<file path="src/rtl/sync_tt_pkg.sv">
package sync_tt_pkg;

    localparam int TT_W   = 16;
    localparam int OPT_W  = 2;

    typedef enum logic [OPT_W-1:0] {
        SYNC_OPT_HOST    = 2'b00,
        SYNC_OPT_B0_LOW  = 2'b01,
        SYNC_OPT_B0_HIGH = 2'b10,
        SYNC_OPT_ALWAYS  = 2'b11
    } sync_opt_e;

    typedef enum logic [1:0] {
        CT_IDLE    = 2'b00,
        CT_WAIT_DW = 2'b01,
        CT_LOAD    = 2'b10
    } ctrl_state_e;

    // Decide whether the received word must go into the counter
    function automatic logic sync_load_needed(input sync_opt_e opt, input logic lsb);
        case (opt)
            SYNC_OPT_ALWAYS:  sync_load_needed = 1'b1;
            SYNC_OPT_B0_LOW:  sync_load_needed = ~lsb;
            SYNC_OPT_B0_HIGH: sync_load_needed = lsb;
            default:          sync_load_needed = 1'b0;
        endcase
    endfunction

endpackage

</file>
<file path="src/rtl/sync_tt_cfg.sv">
module sync_tt_cfg
    import sync_tt_pkg::*;
(
    input  logic             clk,
    input  logic             rst,
    input  logic             cfg_wr,
    input  logic [OPT_W-1:0] cfg_opt,
    output sync_opt_e        opt
);

    always_ff @(posedge clk) begin
        if (rst) begin
            opt <= SYNC_OPT_HOST;
        end else if (cfg_wr) begin
            opt <= sync_opt_e'(cfg_opt);
        end
    end

    AST_OPT_HOLD: assert property (@(posedge clk) disable iff (rst)
        !cfg_wr |=> $stable(opt));

endmodule

</file>
<file path="src/rtl/sync_tt_ctrl.sv">
module sync_tt_ctrl
    import sync_tt_pkg::*;
#(
    parameter int W = TT_W
) (
    input  logic         clk,
    input  logic         rst,
    input  sync_opt_e    opt,
    input  logic         cmd_stb,
    input  logic         cmd_bcast,
    input  logic         dw_stb,
    input  logic         dw_err,
    input  logic [W-1:0] dw_data,
    output logic         load_en,
    output logic [W-1:0] load_data,
    output logic         host_note,
    output logic         stat_rel
);

    ctrl_state_e state;
    logic        bcast_q;
    logic        want_load;

    assign want_load = sync_load_needed(opt, dw_data[0]);
    assign load_en   = (state == CT_LOAD);

    always_ff @(posedge clk) begin
        if (rst) begin
            state     <= CT_IDLE;
            bcast_q   <= 1'b0;
            load_data <= '0;
            host_note <= 1'b0;
            stat_rel  <= 1'b0;
        end else begin
            host_note <= 1'b0;
            stat_rel  <= 1'b0;
            case (state)
                CT_IDLE: begin
                    if (cmd_stb) begin
                        state   <= CT_WAIT_DW;
                        bcast_q <= cmd_bcast;
                    end
                end
                CT_WAIT_DW: begin
                    if (dw_stb) begin
                        if (dw_err) begin
                            state <= CT_IDLE;
                        end else begin
                            host_note <= 1'b1;
                            if (want_load) begin
                                state     <= CT_LOAD;
                                load_data <= dw_data;
                            end else begin
                                state    <= CT_IDLE;
                                stat_rel <= ~bcast_q;
                            end
                        end
                    end else if (cmd_stb) begin
                        bcast_q <= cmd_bcast;
                    end
                end
                CT_LOAD: begin
                    stat_rel <= ~bcast_q;
                    if (cmd_stb) begin
                        state   <= CT_WAIT_DW;
                        bcast_q <= cmd_bcast;
                    end else begin
                        state <= CT_IDLE;
                    end
                end
                default: state <= CT_IDLE;
            endcase
        end
    end

    AST_NOTE_SINGLE: assert property (@(posedge clk) disable iff (rst)
        host_note |=> !host_note);
    AST_LOAD_THEN_RELEASE: assert property (@(posedge clk) disable iff (rst)
        (load_en && !bcast_q) |=> stat_rel);
    AST_BCAST_SILENT: assert property (@(posedge clk) disable iff (rst)
        (load_en && bcast_q) |=> !stat_rel);
    AST_ERR_NO_NOTE: assert property (@(posedge clk) disable iff (rst)
        (dw_stb && dw_err) |=> (!host_note && !load_en));
    AST_LOAD_HAS_NOTE: assert property (@(posedge clk) disable iff (rst)
        load_en |-> host_note);

endmodule

</file>
<file path="src/rtl/sync_tt_counter.sv">
module sync_tt_counter
    import sync_tt_pkg::*;
#(
    parameter int W = TT_W
) (
    input  logic         clk,
    input  logic         rst,
    input  logic         tick,
    input  logic         load_en,
    input  logic [W-1:0] load_data,
    output logic [W-1:0] count
);

    localparam logic [W-1:0] CNT_MAX = {W{1'b1}};

    always_ff @(posedge clk) begin
        if (rst) begin
            count <= '0;
        end else if (load_en) begin
            count <= load_data;
        end else if (tick) begin
            count <= count + 1'b1;
        end
    end

    AST_LOAD_WINS: assert property (@(posedge clk) disable iff (rst)
        load_en |=> (count == $past(load_data)));
    AST_WRAP: assert property (@(posedge clk) disable iff (rst)
        (!load_en && tick && count == CNT_MAX) |=> (count == '0));
    AST_IDLE_HOLD: assert property (@(posedge clk) disable iff (rst)
        (!load_en && !tick) |=> $stable(count));

endmodule

</file>
<file path="src/rtl/sync_tt_loader.sv">
module sync_tt_loader
    import sync_tt_pkg::*;
#(
    parameter int W = TT_W
) (
    input  logic             clk,
    input  logic             rst,
    input  logic             cfg_wr,
    input  logic [OPT_W-1:0] cfg_opt,
    input  logic             cmd_stb,
    input  logic             cmd_bcast,
    input  logic             dw_stb,
    input  logic             dw_err,
    input  logic [W-1:0]     dw_data,
    input  logic             tick,
    output logic [W-1:0]     tt_count,
    output logic             host_note,
    output logic             stat_release
);

    sync_opt_e    opt;
    logic         load_en;
    logic [W-1:0] load_data;

    sync_tt_cfg u_cfg (
        .clk     (clk),
        .rst     (rst),
        .cfg_wr  (cfg_wr),
        .cfg_opt (cfg_opt),
        .opt     (opt)
    );

    sync_tt_ctrl #(.W(W)) u_ctrl (
        .clk       (clk),
        .rst       (rst),
        .opt       (opt),
        .cmd_stb   (cmd_stb),
        .cmd_bcast (cmd_bcast),
        .dw_stb    (dw_stb),
        .dw_err    (dw_err),
        .dw_data   (dw_data),
        .load_en   (load_en),
        .load_data (load_data),
        .host_note (host_note),
        .stat_rel  (stat_release)
    );

    sync_tt_counter #(.W(W)) u_cnt (
        .clk       (clk),
        .rst       (rst),
        .tick      (tick),
        .load_en   (load_en),
        .load_data (load_data),
        .count     (tt_count)
    );

endmodule

</file>
<file path="config.mk">
export PLATFORM = sky130hd
export DESIGN_NAME = sync_tt_loader
export DESIGN_NICKNAME = d
export VERILOG_FILES = /design/src/rtl/sync_tt_pkg.sv /design/src/rtl/sync_tt_cfg.sv /design/src/rtl/sync_tt_ctrl.sv /design/src/rtl/sync_tt_counter.sv /design/src/rtl/sync_tt_loader.sv
export SDC_FILE = /design/constraint.sdc
export NUM_CORES = 1
export LEC_CHECK = 0
export BUFFER_PORTS_ARGS = -buffer_cell sky130_fd_sc_hd__buf_2
export CAP_MARGIN = 20
export CORE_MARGIN = 5
export CORE_UTILIZATION = 46
export CTS_CLUSTER_DIAMETER = 150
export DETAILED_ROUTE_END_ITERATION = 12
export GPL_ROUTABILITY_DRIVEN = 0
export PLACE_DENSITY = 0.68
export SLEW_MARGIN = 20
export SYNTH_ARGS = -nofsm -noshare
export SYNTH_HDL_FRONTEND = slang
export SYNTH_SLANG_ARGS = --single-unit
</file>
<file path="constraint.sdc">
create_clock -name clk -period 3.9 [get_ports clk]
set_input_delay 0.78 -clock clk [delete_from_list [all_inputs] [get_ports clk]]
set_output_delay 0.78 -clock clk [all_outputs]
set_load 0.01 [all_outputs]
</file>
* Word-level counts from Yosys, hierarchy flattened *
Cells that the tools add are included.

operators by class
  $add $sub $neg = 1
  equal/unequal tests = 8
  multiplexer cells = 17
  bitwise logic cells = 5
  reductions and logical operators = 8

operator list
  cell                   count
  $mux 16                2
  $add 16x1->16 const B  1
  $mux 2                 4
  $mux 1                 7
  $eq 2x2->1 const B     3
  $ne 2x2->1 const B     3
  $pmux 2 s3             1
  $not 1->1              5
  $eq 2x1->1 const B     2
  $pmux 1 s2             2
  $reduce_and 2->1       2
  $reduce_and 4->1       1
  $reduce_bool 2->1      2
  $pmux 1 s3             1
  $reduce_or 3->1        1
  $logic_not 2->1        1
  $reduce_or 2->1        1

storage, ports and cells
  bits in registers = 39
  bits of input ports = 26
  logic and storage cells = 46

* Longest topological paths before layout *
Gate-level depths: netlist (run 1).

  depth after elaboration = 6
  gate-level depth with buffers = 7

* By module *
Synthesis (run 1) repeated with hierarchy kept, for this count alone.

unflattened totals
  cells, all modules = 221
  area, all modules = 2062.0 um2

by module, submodules not included
  module           times used  cells an instance  area an instance (um2)  seq. area each (um2)
  sync_tt_ctrl     1           103                1009.7                  420.4
  sync_tt_counter  1           112                984.7                   320.3
  sync_tt_cfg      1           6                  67.6                    40.0

* Least setup slack after synthesis (run 1) *
Ideal clock, no wire load.

  path type = in2reg
  start = input port tick
  end = register u_cnt.count[14]
  arrival time = 1774 ps
  data required time = 3788 ps
  setup slack = 2013 ps
  stages = 4
  cell sequence = buf_2 -> nand3_1 -> o41a_1 -> a2111oi_1

on the way
  longest elaborated chain between the ends = 1

ends and longest elaborated chain
  what                                line                   text
  start, declared                     sync_tt_loader.sv:15   input logic tick,
  $reduce_bool 2->1 (no source line)  --
  end signal, assigned                sync_tt_counter.sv:20  count <= load_data;
  end signal, assigned                sync_tt_counter.sv:22  count <= count + 1'b1;
  end, declared                       sync_tt_counter.sv:11  output logic [W-1:0] count

No other way between the ends.
A chain may end at the register's enable or synchronous reset.

* Worst setup path in the final report (run 1) *
  start = register u_ctrl.state[1]
  end = register u_cnt.count[12]

on the way
  longest elaborated chain between the ends = 2
  elaborated cells between the ends (all ways) = 3
  classes of those cells = 1 x eq/ne; 1 x mux; 1 x reduce/logical

ends and longest elaborated chain
  what                                          line                text
  start, declared                               sync_tt_ctrl.sv:20  ctrl_state_e state;
  start signal, assigned                        sync_tt_ctrl.sv:29  state <= CT_IDLE;
  start signal, assigned                        sync_tt_ctrl.sv:40  state <= CT_WAIT_DW;
  start signal, assigned                        sync_tt_ctrl.sv:47  state <= CT_IDLE;
  $eq 2x2->1 *                                  sync_tt_ctrl.sv:25  assign load_en = (state == CT_LOAD);
  $mux 16 or $reduce_bool 2->1 (tied branches)  --

Mark *: on every way between the ends. The rest lies on a longest branch, timed or not.

==> results of run 1 <==
## Yosys cell counts (5+ instances only)
cell type and number:
dfxtp_1 39, a21oi_1 23, o21ai_0 23, nand3_1 19, nor2_1 13, clkbuf_1 12, nand2_1 10, inv_1 8
ha_1 6, nand4_1 5, nor2b_1 5, nor4_1 5
## placed cells by master, fill, tap and decap left out, types with 4 or more instances in the layout
cell type / netlist / layout
a21oi_1: 23 / 23
buf_2: 3 / 43
xor2_1: 4 / 4
nand3_1: 19 / 19
a211oi_1: 4 / 4
clkbuf_8: 0 / 6
nor2_1: 13 / 13
nand2_1: 10 / 10
or4_1: 4 / 4
inv_1: 8 / 8
nand4_1: 5 / 5
or3_1: 4 / 4
dfxtp_1: 39 / 39
ha_1: 6 / 6
o21ai_0: 23 / 23
nor2b_1: 5 / 5
nor4_1: 5 / 5
## power by group through the flow
stage	logic [W]	registers, W	clock network, W
after global routing	0.0000831	0.000418	0.000299
after global placement	0.0000736	0.000426	0
after detailed placement	0.0000732	0.000426	0
final	0.0000739	0.000417	0.000271
after floorplan	0.0000457	0.000425	0
after CTS	0.0000739	0.000417	0.000278
## layer usage
| metal | share of wire (%) | vias to the layer above | GRT usage (%) |
|---|---|---|---|
| met2 | 44 | 34 | 25.85 |
| li1 | - | 902 | - |
| met5 | 0 | - | 0 |
| met4 | 0.51 | 0 | 5.336 |
| met1 | 49 | 813 | 22.87 |
| met3 | 5.7 | 2 | 5.946 |
## cell type report
cell class / count / area, sq um / area share [%]
Inverter: 8 / 30.03 / 1.351
Clock buffer: 6 / 82.58 / 3.716
Timing Repair Buffer: 43 / 215.2 / 9.685
Tap cell: 50 / 62.56 / 2.815
Sequential cell: 39 / 780.7 / 35.14
Clock inverter: 1 / 5.005 / 0.2252
Multi-Input combinational cell: 161 / 1046 / 47.07
## stage by stage
stage          util, %  hold WS (ps)  setup slack [ps]  instances  cell area, sq um
2_1_floorplan        -         399.7              2013        223              1913
3_3_place_gp     52.89         420.3              1631        301              2131
3_5_place_dp     52.89         415.6              1599        301              2131
4_1_cts          55.06         427.4              1706        308              2218
5_1_grt          55.16         453.3              1579        308              2222
6_report         55.16         428.3              1709        308              2222
## final timing paths
kind / start / end / slack (ps) / cells past startpoint
worst min register to register: u_ctrl.bcast_q$_SDFFE_PP0P_ / u_ctrl.stat_rel$_SDFF_PP0_ / 430 / 1
worst min-delay path: u_ctrl.bcast_q$_SDFFE_PP0P_ / u_ctrl.stat_rel$_SDFF_PP0_ / 430 / 1
worst max register to register: u_ctrl.state[1]$_SDFFE_PP0P_ / u_cnt.count[12]$_SDFFE_PP0P_ / 1710 / 4
worst max-delay path: u_ctrl.state[1]$_SDFFE_PP0P_ / u_cnt.count[12]$_SDFFE_PP0P_ / 1710 / 4
## logic make-up after synthesis
family                   synth area share, %
buffers and inverters                  4.709
flip-flops                             40.81
XOR/XNOR                               1.831
multiplexers                           2.747
AO/OA/AOI/OAI                          23.68
AND/OR/NAND/NOR                        22.30
adder cells (fa/ha/maj)                3.924
## worst register-to-register path: stages (launching register included)
cell and delay, ps:
dfxtp_1 420, ha_1 590, inv_1 490, and3_1 310
a211o_1 280
## sequential cells by signal, summed over array words and instances, names as in the netlist
signal / count
u_cfg.opt: 2
u_cnt.count: 16
u_ctrl.bcast_q: 1
u_ctrl.state: 2
u_ctrl.host_note: 1
u_ctrl.load_data: 16
u_ctrl.stat_rel: 1
==> results.sh, run 1 <==
export IMPL_slowest_delay_ps=590
export IMPL_via_per_inst=5.685
export IMPL_power_switching_fraction_pct=24.23
export IMPL_syn_num_nets=255
export IMPL_clock_sinks=39
export IMPL_cts_tree="built"
export IMPL_path_cells="ha_1, inv_1, and3_1, a211o_1"
export IMPL_setup_viol=0
export IMPL_holdCritPathClass="flop to flop"
export IMPL_synth_edff_count=0
export IMPL_power_switching_w=0.0001847
export IMPL_core_sq_um=4029
export IMPL_ant_nets=0
export IMPL_ys_seq_area_share_pct=40.81
export IMPL_drt_first_pass_iters=4
export IMPL_yosys_area_top_type_share_pct=40.81
export IMPL_crit_required_ps=4080
export IMPL_die_w_um=74.49
export IMPL_syn_area_per_cell_sq_um=8.579
export IMPL_clkPwrFrac_pct=35.6
export IMPL_crit_arrival_ps=2370
export IMPL_holdBufCountCts=0
export IMPL_p_int_w=0.0005775
export IMPL_vias=1751
export IMPL_critPathBufInv=1
export IMPL_floorplan_die_height_um=74.49
export IMPL_p_leak_nw=0.8926
export IMPL_max_freq_mhz=456.4
export IMPL_wl_um=4482
export IMPL_tns_ps=0
export IMPL_fin_skew_ps=3.850
export IMPL_drt_iter0_drc=121
export IMPL_yosys_most_used_dff="dfxtp_1"
export IMPL_rsz0062_at_grt="false"
export IMPL_critPathKind="flop to flop"
export IMPL_report_final_slew_viol_count=0
export IMPL_critPathTopFamily="adder cells"
export IMPL_io_pins=44
export IMPL_dpl_hpwl_um=3187
export IMPL_area_growth_syn_to_layout_pct=16.15
export IMPL_post_cts_buffers=0
export IMPL_drv_cap=0
export IMPL_ys_seq_elements=39
export IMPL_async_flop_share_pct=0
export IMPL_initial_core_util_pct=47.48
export IMPL_finalNetCount=290
export IMPL_post_drt_wl_per_cell_um=14.55
export IMPL_tightest_slew_ps=746.2
export IMPL_portBuffers=43
export IMPL_post_cts_resized=0
export IMPL_die_area_sq_um=5549
export IMPL_first_global_vias=1624
export IMPL_n_fill_cell=398
export IMPL_power_frac_comb_pct=9.7
export IMPL_grt_usage_pct=17.07
export IMPL_rows=23
export IMPL_synth_cells=223
export IMPL_min_period_ps=2191
export IMPL_vdd_drop_max_mv=0.2163
export IMPL_grt_pass1_wl_um=7279
export IMPL_ctsHtreeMaxLevel=2
export IMPL_root_buffer="clkbuf_8"
export IMPL_max_slew_margin_rel_pct=49.27
export IMPL_n_antenna_cell=0
export IMPL_cts_clk_slew_worst_paths_ps=70
export IMPL_hold_viol=0
export IMPL_startpoint_type="flop"
export IMPL_status="finished clean"
export IMPL_clock_latency_ps=280
export IMPL_antenna_found_initial=0
export IMPL_synth_area_sq_um=1913
export IMPL_finalCritPeriodShare_pct=56.18
export IMPL_fin_total_pwr_w=0.0007622
export IMPL_drive_above_1_share_pct=22.87
export IMPL_cp_slowest_cell="ha_1"
export IMPL_grt_max_degree=36
export IMPL_drc=0
export IMPL_critPathMaxFanout=23
export IMPL_synth_area_leaders="dfxtp_1 (41%), a21oi_1 (6.0%), o21ai_0 (6.0%)"
export IMPL_clockBufferDepth=2
export IMPL_yosysTopAreaCell="dfxtp_1"
export IMPL_crit_path_end_kind="flop"
export IMPL_share_seq_of_total_power_pct=54.7
export IMPL_power_density_nw_per_um2=343.0
export IMPL_cts_buffers=5
export IMPL_synth_distinct_cells=40
export IMPL_yosys_warnings=0
export IMPL_grt_ovfl_total=0
(Power assumes the default switching activity.)
==> run 2, diff against run 1 <==
--- a/config.mk
+++ b/config.mk
@@ -5,6 +5,7 @@
 export SDC_FILE = /design/constraint.sdc
 export NUM_CORES = 1
 export LEC_CHECK = 0
+export ABC_AREA = 1
 export BUFFER_PORTS_ARGS = -buffer_cell sky130_fd_sc_hd__buf_2
 export CAP_MARGIN = 20
 export CORE_MARGIN = 5
@@ -12,7 +13,7 @@
 export CTS_CLUSTER_DIAMETER = 150
 export DETAILED_ROUTE_END_ITERATION = 12
 export GPL_ROUTABILITY_DRIVEN = 0
-export PLACE_DENSITY = 0.68
+export PLACE_DENSITY = 0.67
 export SLEW_MARGIN = 20
 export SYNTH_ARGS = -nofsm -noshare
 export SYNTH_HDL_FRONTEND = slang
==> constraint.sdc (replaced) <==
create_clock -name clk -period 2.08 [get_ports clk]
set_input_delay 0.416 -clock clk [delete_from_list [all_inputs] [get_ports clk]]
set_output_delay 0.416 -clock clk [all_outputs]
set_load 0.01 [all_outputs]
==> run 2 against run 1 <==
Clock-buffer cell count did not move. Highest routed layer unchanged. Clock skew rose by 1.8 ps. Design area rose by 5.8%. Global-route usage rose by 0.61 points. Critical endpoint is now u_cnt.count[0]$_SDFFE_PP0P_. Non-clock buffer count rose by 1. Maximum frequency rose by 37%.
==> results.sh, run 2 <==
export IMPL_status="finished clean"
export IMPL_vias=1885
export IMPL_fin_util_pct=55.14
export IMPL_grt_max_degree=24
export IMPL_rows=24
export IMPL_p_leak_nw=1.066
export IMPL_drv_cap=0
export IMPL_drive_above_1_share_pct=25.16
export IMPL_crit_path_end_kind="flop"
export IMPL_r2r_cells=7
export IMPL_final_common_cell="nand2_1"
export IMPL_r2r_start="u_ctrl.state[0]$_SDFFE_PP0P_"
export IMPL_syn_num_nets=303
export IMPL_vdd_drop_max_mv=0.3516
export IMPL_cts_buffers=5
export IMPL_io_pins=44
export IMPL_syn_area_per_cell_sq_um=7.341
export IMPL_holdPathStages=3
export IMPL_min_period_ps=1594
export IMPL_ant_nets=0
export IMPL_synth_distinct_cells=33
export IMPL_die_area_sq_um=5740
export IMPL_drt_first_pass_iters=4
export IMPL_clock_latency_ps=290
export IMPL_initial_core_util_pct=46.65
export IMPL_grt_usage_pct=17.67
export IMPL_finalNetCount=345
export IMPL_critPathKind="flop to flop"
export IMPL_layout_common_cells="nand2_1 (45), buf_2 (43), dfxtp_1 (39)"
export IMPL_setup_viol=0
export IMPL_max_slew_margin_rel_pct=63.73
export IMPL_cts_clk_slew_worst_paths_ps=80
export IMPL_root_buffer="clkbuf_8"
export IMPL_clock_sinks=39
export IMPL_synth_edff_count=0
export IMPL_crit_required_ps=2320
export IMPL_reg_largest_list="u_cnt.count (16), u_ctrl.load_data (16)"
export IMPL_grt_ovfl_total=0
export IMPL_via_per_inst=5.150
export IMPL_core_sq_um=4264
export IMPL_rsz0062_at_grt="false"
export IMPL_tightest_slew_ps=543.5
export IMPL_yosys_warnings=0
export IMPL_grt_pass1_wl_um=7569
export IMPL_clockBufferDepth=2
export IMPL_wl_um=4668
export IMPL_dpl_hpwl_um=3509
export IMPL_yosysTopAreaCell="dfxtp_1"
export IMPL_synth_area_sq_um=1989
export IMPL_synth_area_leaders="dfxtp_1 (39%), nand2_1 (8.5%), nor2_1 (7.0%)"
export IMPL_holdBufCountCts=0
export IMPL_ys_seq_elements=39
export IMPL_fin_skew_ps=5.648
export IMPL_async_flop_share_pct=0
export IMPL_first_global_vias=1626
export IMPL_reg2reg_slack_ps=490
export IMPL_yosys_area_top_type_share_pct=39.25
export IMPL_drc=0
export IMPL_report_final_slew_viol_count=0
export IMPL_min_to="u_cfg.opt[1]$_SDFFE_PP0P_"
export IMPL_power_density_nw_per_um2=702.1
export IMPL_fin_hold_ws_ps=342.7
export IMPL_cts_tree="built"
export IMPL_floorplan_die_height_um=75.77
export IMPL_synth_most_common_cell="nand2_1"
export IMPL_n_antenna_cell=0
export IMPL_place_inst=358
export IMPL_area_growth_syn_to_layout_pct=18.18
export IMPL_drt_iter0_drc=168
export IMPL_tns_ps=0
export IMPL_ys_seq_area_share_pct=39.25
export IMPL_post_cts_buffers=0
export IMPL_portBuffers=43
export IMPL_final_cell_count_no_fill=366
export IMPL_max_freq_mhz=627.4
export IMPL_antenna_found_initial=0
export IMPL_dp_worst_setup_slack_ps=514.7
export IMPL_synth_commonest_cells="nand2_1 (45), dfxtp_1 (39), nor2_1 (37)"
export IMPL_yosys_most_used_dff="dfxtp_1"
export IMPL_post_cts_resized=0
export IMPL_synth_cells=271
export IMPL_holdCritStartpoint="cfg_opt[1]"
export IMPL_crit_arrival_ps=1830
export IMPL_post_drt_wl_per_cell_um=12.75
export IMPL_r2r_end="u_cnt.count[0]$_SDFFE_PP0P_"
export IMPL_startpoint_type="flop"
export IMPL_critPathMaxFanout=13
export IMPL_holdCritPathClass="input pin to flop"
export IMPL_finalCritPeriodShare_pct=76.62
export IMPL_hold_viol=0
export IMPL_die_w_um=75.77
export IMPL_timing_final_ws_setup_ps=486.2
export IMPL_ctsHtreeMaxLevel=2
## run 2: area by class of cell
class | count | area [sq um]
Tap cell | 52 | 65.06
Clock inverter | 2 | 60.06
Multi-Input combinational cell | 195 | 1042
Fill cell | 436 | 1913
Timing Repair Buffer | 44 | 222.7
Sequential cell | 39 | 780.7
Clock buffer | 6 | 72.57
Inverter | 28 | 107.6
## run 2: where the power goes
part / internal [W] / total, W / switching (W) / leakage [nW]
logic: 0.0000483 / 0.000129 / 0.0000809 / 0.685
registers: 0.000764 / 0.000779 / 0.0000157 / 0.316
clock network: 0.000479 / 0.000742 / 0.000263 / 0.0654
total: 0.00129 / 0.00165 / 0.000359 / 1.07
## run 2: critical path: stages, from the launching register on
cell	delay, ps
dfxtp_1	410
inv_1	90
ha_1	240
nor2_2	460
nand2_1	100
o211ai_1	110
nand2_1	60
inv_1	70
## run 2: worst max path at each step
stage / cells after the start / to / from / slack, ps
2_1_floorplan: 10 / u_ctrl.load_data[8]$_SDFFE_PP0P_ / u_ctrl.state[1]$_SDFFE_PP0P_ / 720
3_3_place_gp: 4 / u_cnt.count[14]$_SDFFE_PP0P_ / rst / 540
3_5_place_dp: 5 / u_cnt.count[8]$_SDFFE_PP0P_ / u_ctrl.state[0]$_SDFFE_PP0P_ / 510
4_1_cts: 7 / u_cnt.count[0]$_SDFFE_PP0P_ / u_ctrl.state[0]$_SDFFE_PP0P_ / 490
5_1_grt: 7 / u_cnt.count[0]$_SDFFE_PP0P_ / u_ctrl.state[0]$_SDFFE_PP0P_ / 350
6_report: 7 / u_cnt.count[0]$_SDFFE_PP0P_ / u_ctrl.state[0]$_SDFFE_PP0P_ / 490
## run 2: stage by stage
stage | power (W) | cell area (sq um)
finish | 0.001651 | 2351
global route | 0.001717 | 2351
CTS | 0.001670 | 2351
detailed placement | 0.0009258 | 2218
global placement | 0.0009246 | 2218
floorplan | 0.0008754 | 1989
## run 2: per-layer routing
metal	up-vias	track usage [%]	wire length (um)
met5	-	0	0
li1	972	-	-
met2	67	25.38	2061
met4	0	6.602	74
met1	837	24.82	2131
met3	9	5.277	400
## run 2: cells by family after synthesis
family / count (synthesis) / synth area share [%]
DFF: 39 / 39.25
buffers and inverters: 37 / 8.365
adders and majority gates: 6 / 3.773
and+or+nand+nor: 125 / 29.37
AOI/OAI and AO/OA: 59 / 17.04
xor gates and xnor gates: 5 / 2.202
==> run 3, diff against run 2 <==
==> constraint.sdc (replaced) <==
create_clock -name clk -period 1.61 [get_ports clk]
set_input_delay 0.322 -clock clk [delete_from_list [all_inputs] [get_ports clk]]
set_output_delay 0.322 -clock clk [all_outputs]
set_load 0.01 [all_outputs]
==> run 3 against run 2 <==
Clock power up 15%. Sequential power up 28%. Critical endpoint is now u_ctrl.load_data[7]$_SDFFE_PP0P_. Critical path depth up 2. Largest cell class unchanged. Cell count up 3.0%. Sequential cell count unchanged. Global-route usage up 0.27 points. Clock skew down 1.3 ps.
==> results.sh, run 3 (synthesized netlist as in run 2, its figures left out) <==
export IMPL_status="finished clean"
export IMPL_die_area_sq_um=5740
export IMPL_area_growth_syn_to_layout_pct=22.39
export IMPL_ant_nets=0
export IMPL_critPathTopFamily="flip-flops"
export IMPL_max_freq_mhz=690.4
export IMPL_portBuffers=43
export IMPL_die_w_um=75.77
export IMPL_hold_viol=0
export IMPL_via_per_inst=4.981
export IMPL_startpoint_type="flop"
export IMPL_wl_met3_um=308
export IMPL_critPathBufInv=3
export IMPL_drv_cap=0
export IMPL_path_cells="inv_1, ha_1, nand2_2, nor2_4, inv_2, nor2_8, buf_12, o21ai_0, nor2_1"
export IMPL_post_drt_wl_per_cell_um=12.51
export IMPL_ctsHtreeMaxLevel=2
export IMPL_drive_above_1_share_pct=28.31
export IMPL_top_layer="met4"
export IMPL_grt_max_degree=19
export IMPL_crit_path_end_kind="flop"
export IMPL_initial_core_util_pct=46.65
export IMPL_final_cell_count_no_fill=377
export IMPL_fin_hold_ws_ps=246.7
export IMPL_placed_area_sq_um=2286
export IMPL_n_antenna_cell=0
export IMPL_slowest_delay_ps=410
export IMPL_drt_iter0_drc=182
export IMPL_cts_buffers=5
export IMPL_clock_latency_ps=290
export IMPL_clockBufferDepth=2
export IMPL_wl_um=4717
export IMPL_report_final_slew_viol_count=0
export IMPL_fin_util_pct=57.10
export IMPL_met1_length_um=2306
export IMPL_setup_viol=0
export IMPL_critPathKind="flop to flop"
export IMPL_clock_sinks=39
export IMPL_met2_length_um=2053
export IMPL_tns_ps=0
export IMPL_rsz0062_at_grt="false"
export IMPL_crit_arrival_ps=1640
export IMPL_p_leak_nw=1.120
export IMPL_grt_ovfl_total=0
export IMPL_cp_slowest_cell="dfxtp_1"
export IMPL_finalCritPeriodShare_pct=89.97
export IMPL_grt_pass1_wl_um=7852
export IMPL_grt_usage_pct=17.94
export IMPL_fin_area_sq_um=2435
export IMPL_cts_tree="built"
export IMPL_power_density_nw_per_um2=840.5
export IMPL_layout_common_cells="nand2_1 (45), buf_2 (43), dfxtp_1 (38)"
export IMPL_critPathMaxFanout=10
export IMPL_io_pins=44
export IMPL_final_common_cell="nand2_1"
export IMPL_vdd_drop_max_mv=0.5421
export IMPL_holdCritPathClass="input pin to flop"
export IMPL_vias=1878
export IMPL_crit_required_ps=1800
export IMPL_fin_skew_ps=4.353
export IMPL_root_buffer="clkbuf_8"
export IMPL_finalNetCount=356
export IMPL_reg_largest_list="u_cnt.count (16), u_ctrl.load_data (16)"
export IMPL_core_sq_um=4264
export IMPL_cts_clk_slew_worst_paths_ps=80
export IMPL_place_inst=367
export IMPL_antenna_found_initial=0
export IMPL_drc=0
export IMPL_tightest_slew_ps=379.4
export IMPL_rows=24
export IMPL_drt_first_pass_iters=4
export IMPL_floorplan_die_height_um=75.77
export IMPL_dpl_hpwl_um=3578
export IMPL_min_period_ps=1449
export IMPL_max_slew_margin_rel_pct=74.44
export IMPL_first_global_vias=1703
## run 3: worst paths after layout
kind              slack (ps)  cells after the start                               end                    startpoint
setup / recovery         160                      9  u_ctrl.load_data[7]$_SDFFE_PP0P_  u_ctrl.state[1]$_SDFFE_PP0P_
hold / removal           250                      3         u_cfg.opt[1]$_SDFFE_PP0P_                    cfg_opt[1]
setup reg to reg         160                      9  u_ctrl.load_data[7]$_SDFFE_PP0P_  u_ctrl.state[1]$_SDFFE_PP0P_
hold reg to reg          430                      1        u_ctrl.stat_rel$_SDFF_PP0_   u_ctrl.bcast_q$_SDFFE_PP0P_
## run 3: cell type report
class | instances | area (sq um)
well taps | 52 | 65.06
repair buffers | 55 | 317.8
clock buffers | 6 | 82.58
fillers | 404 | 1829
inverters | 28 | 110.1
flip-flops and latches | 39 | 782.0
multi-input cells | 195 | 1042
clock inverters | 2 | 35.03
## run 3: worst register-to-register path, cell delays in order (launching register included)
cell	delay, ps
dfxtp_1	410
inv_1	80
ha_1	210
nand2_2	100
nor2_4	50
inv_2	90
nor2_8	60
buf_12	140
o21ai_0	150
nor2_1	50
## run 3: metrics by stage
step / power [W] / setup WS [ps]
2_1_floorplan: 0.001131 / 248.3
3_3_place_gp: 0.001212 / 122.4
3_5_place_dp: 0.001214 / 66.37
4_1_cts: 0.002052 / 51.96
5_1_grt: 0.002136 / 24.57
6_report: 0.002047 / 161.5
## run 3: timing repair
item | 4_1_cts | 5_1_grt
setup buffers | 0 | 2
hold buffers | 0 | 0
endpoints found under the setup margin | 0 | 25
gates resized for setup | 0 | 2
## run 3: power by group
group | leakage [nW] | total, W | switching (W) | internal (W)
Clock | 0.0612 | 0.000851 | 0.000350 | 0.000501
Sequential | 0.316 | 0.00100 | 0.0000162 | 0.000987
Combinational | 0.743 | 0.000192 | 0.000114 | 0.0000778
Total | 1.12 | 0.00205 | 0.000480 | 0.00157
## run 3: metal layers
metal,up-vias,track usage [%]
met1,831,26.65
met5,-,0
li1,994,-
met3,5,4.354
met4,0,4.660
met2,48,25.76
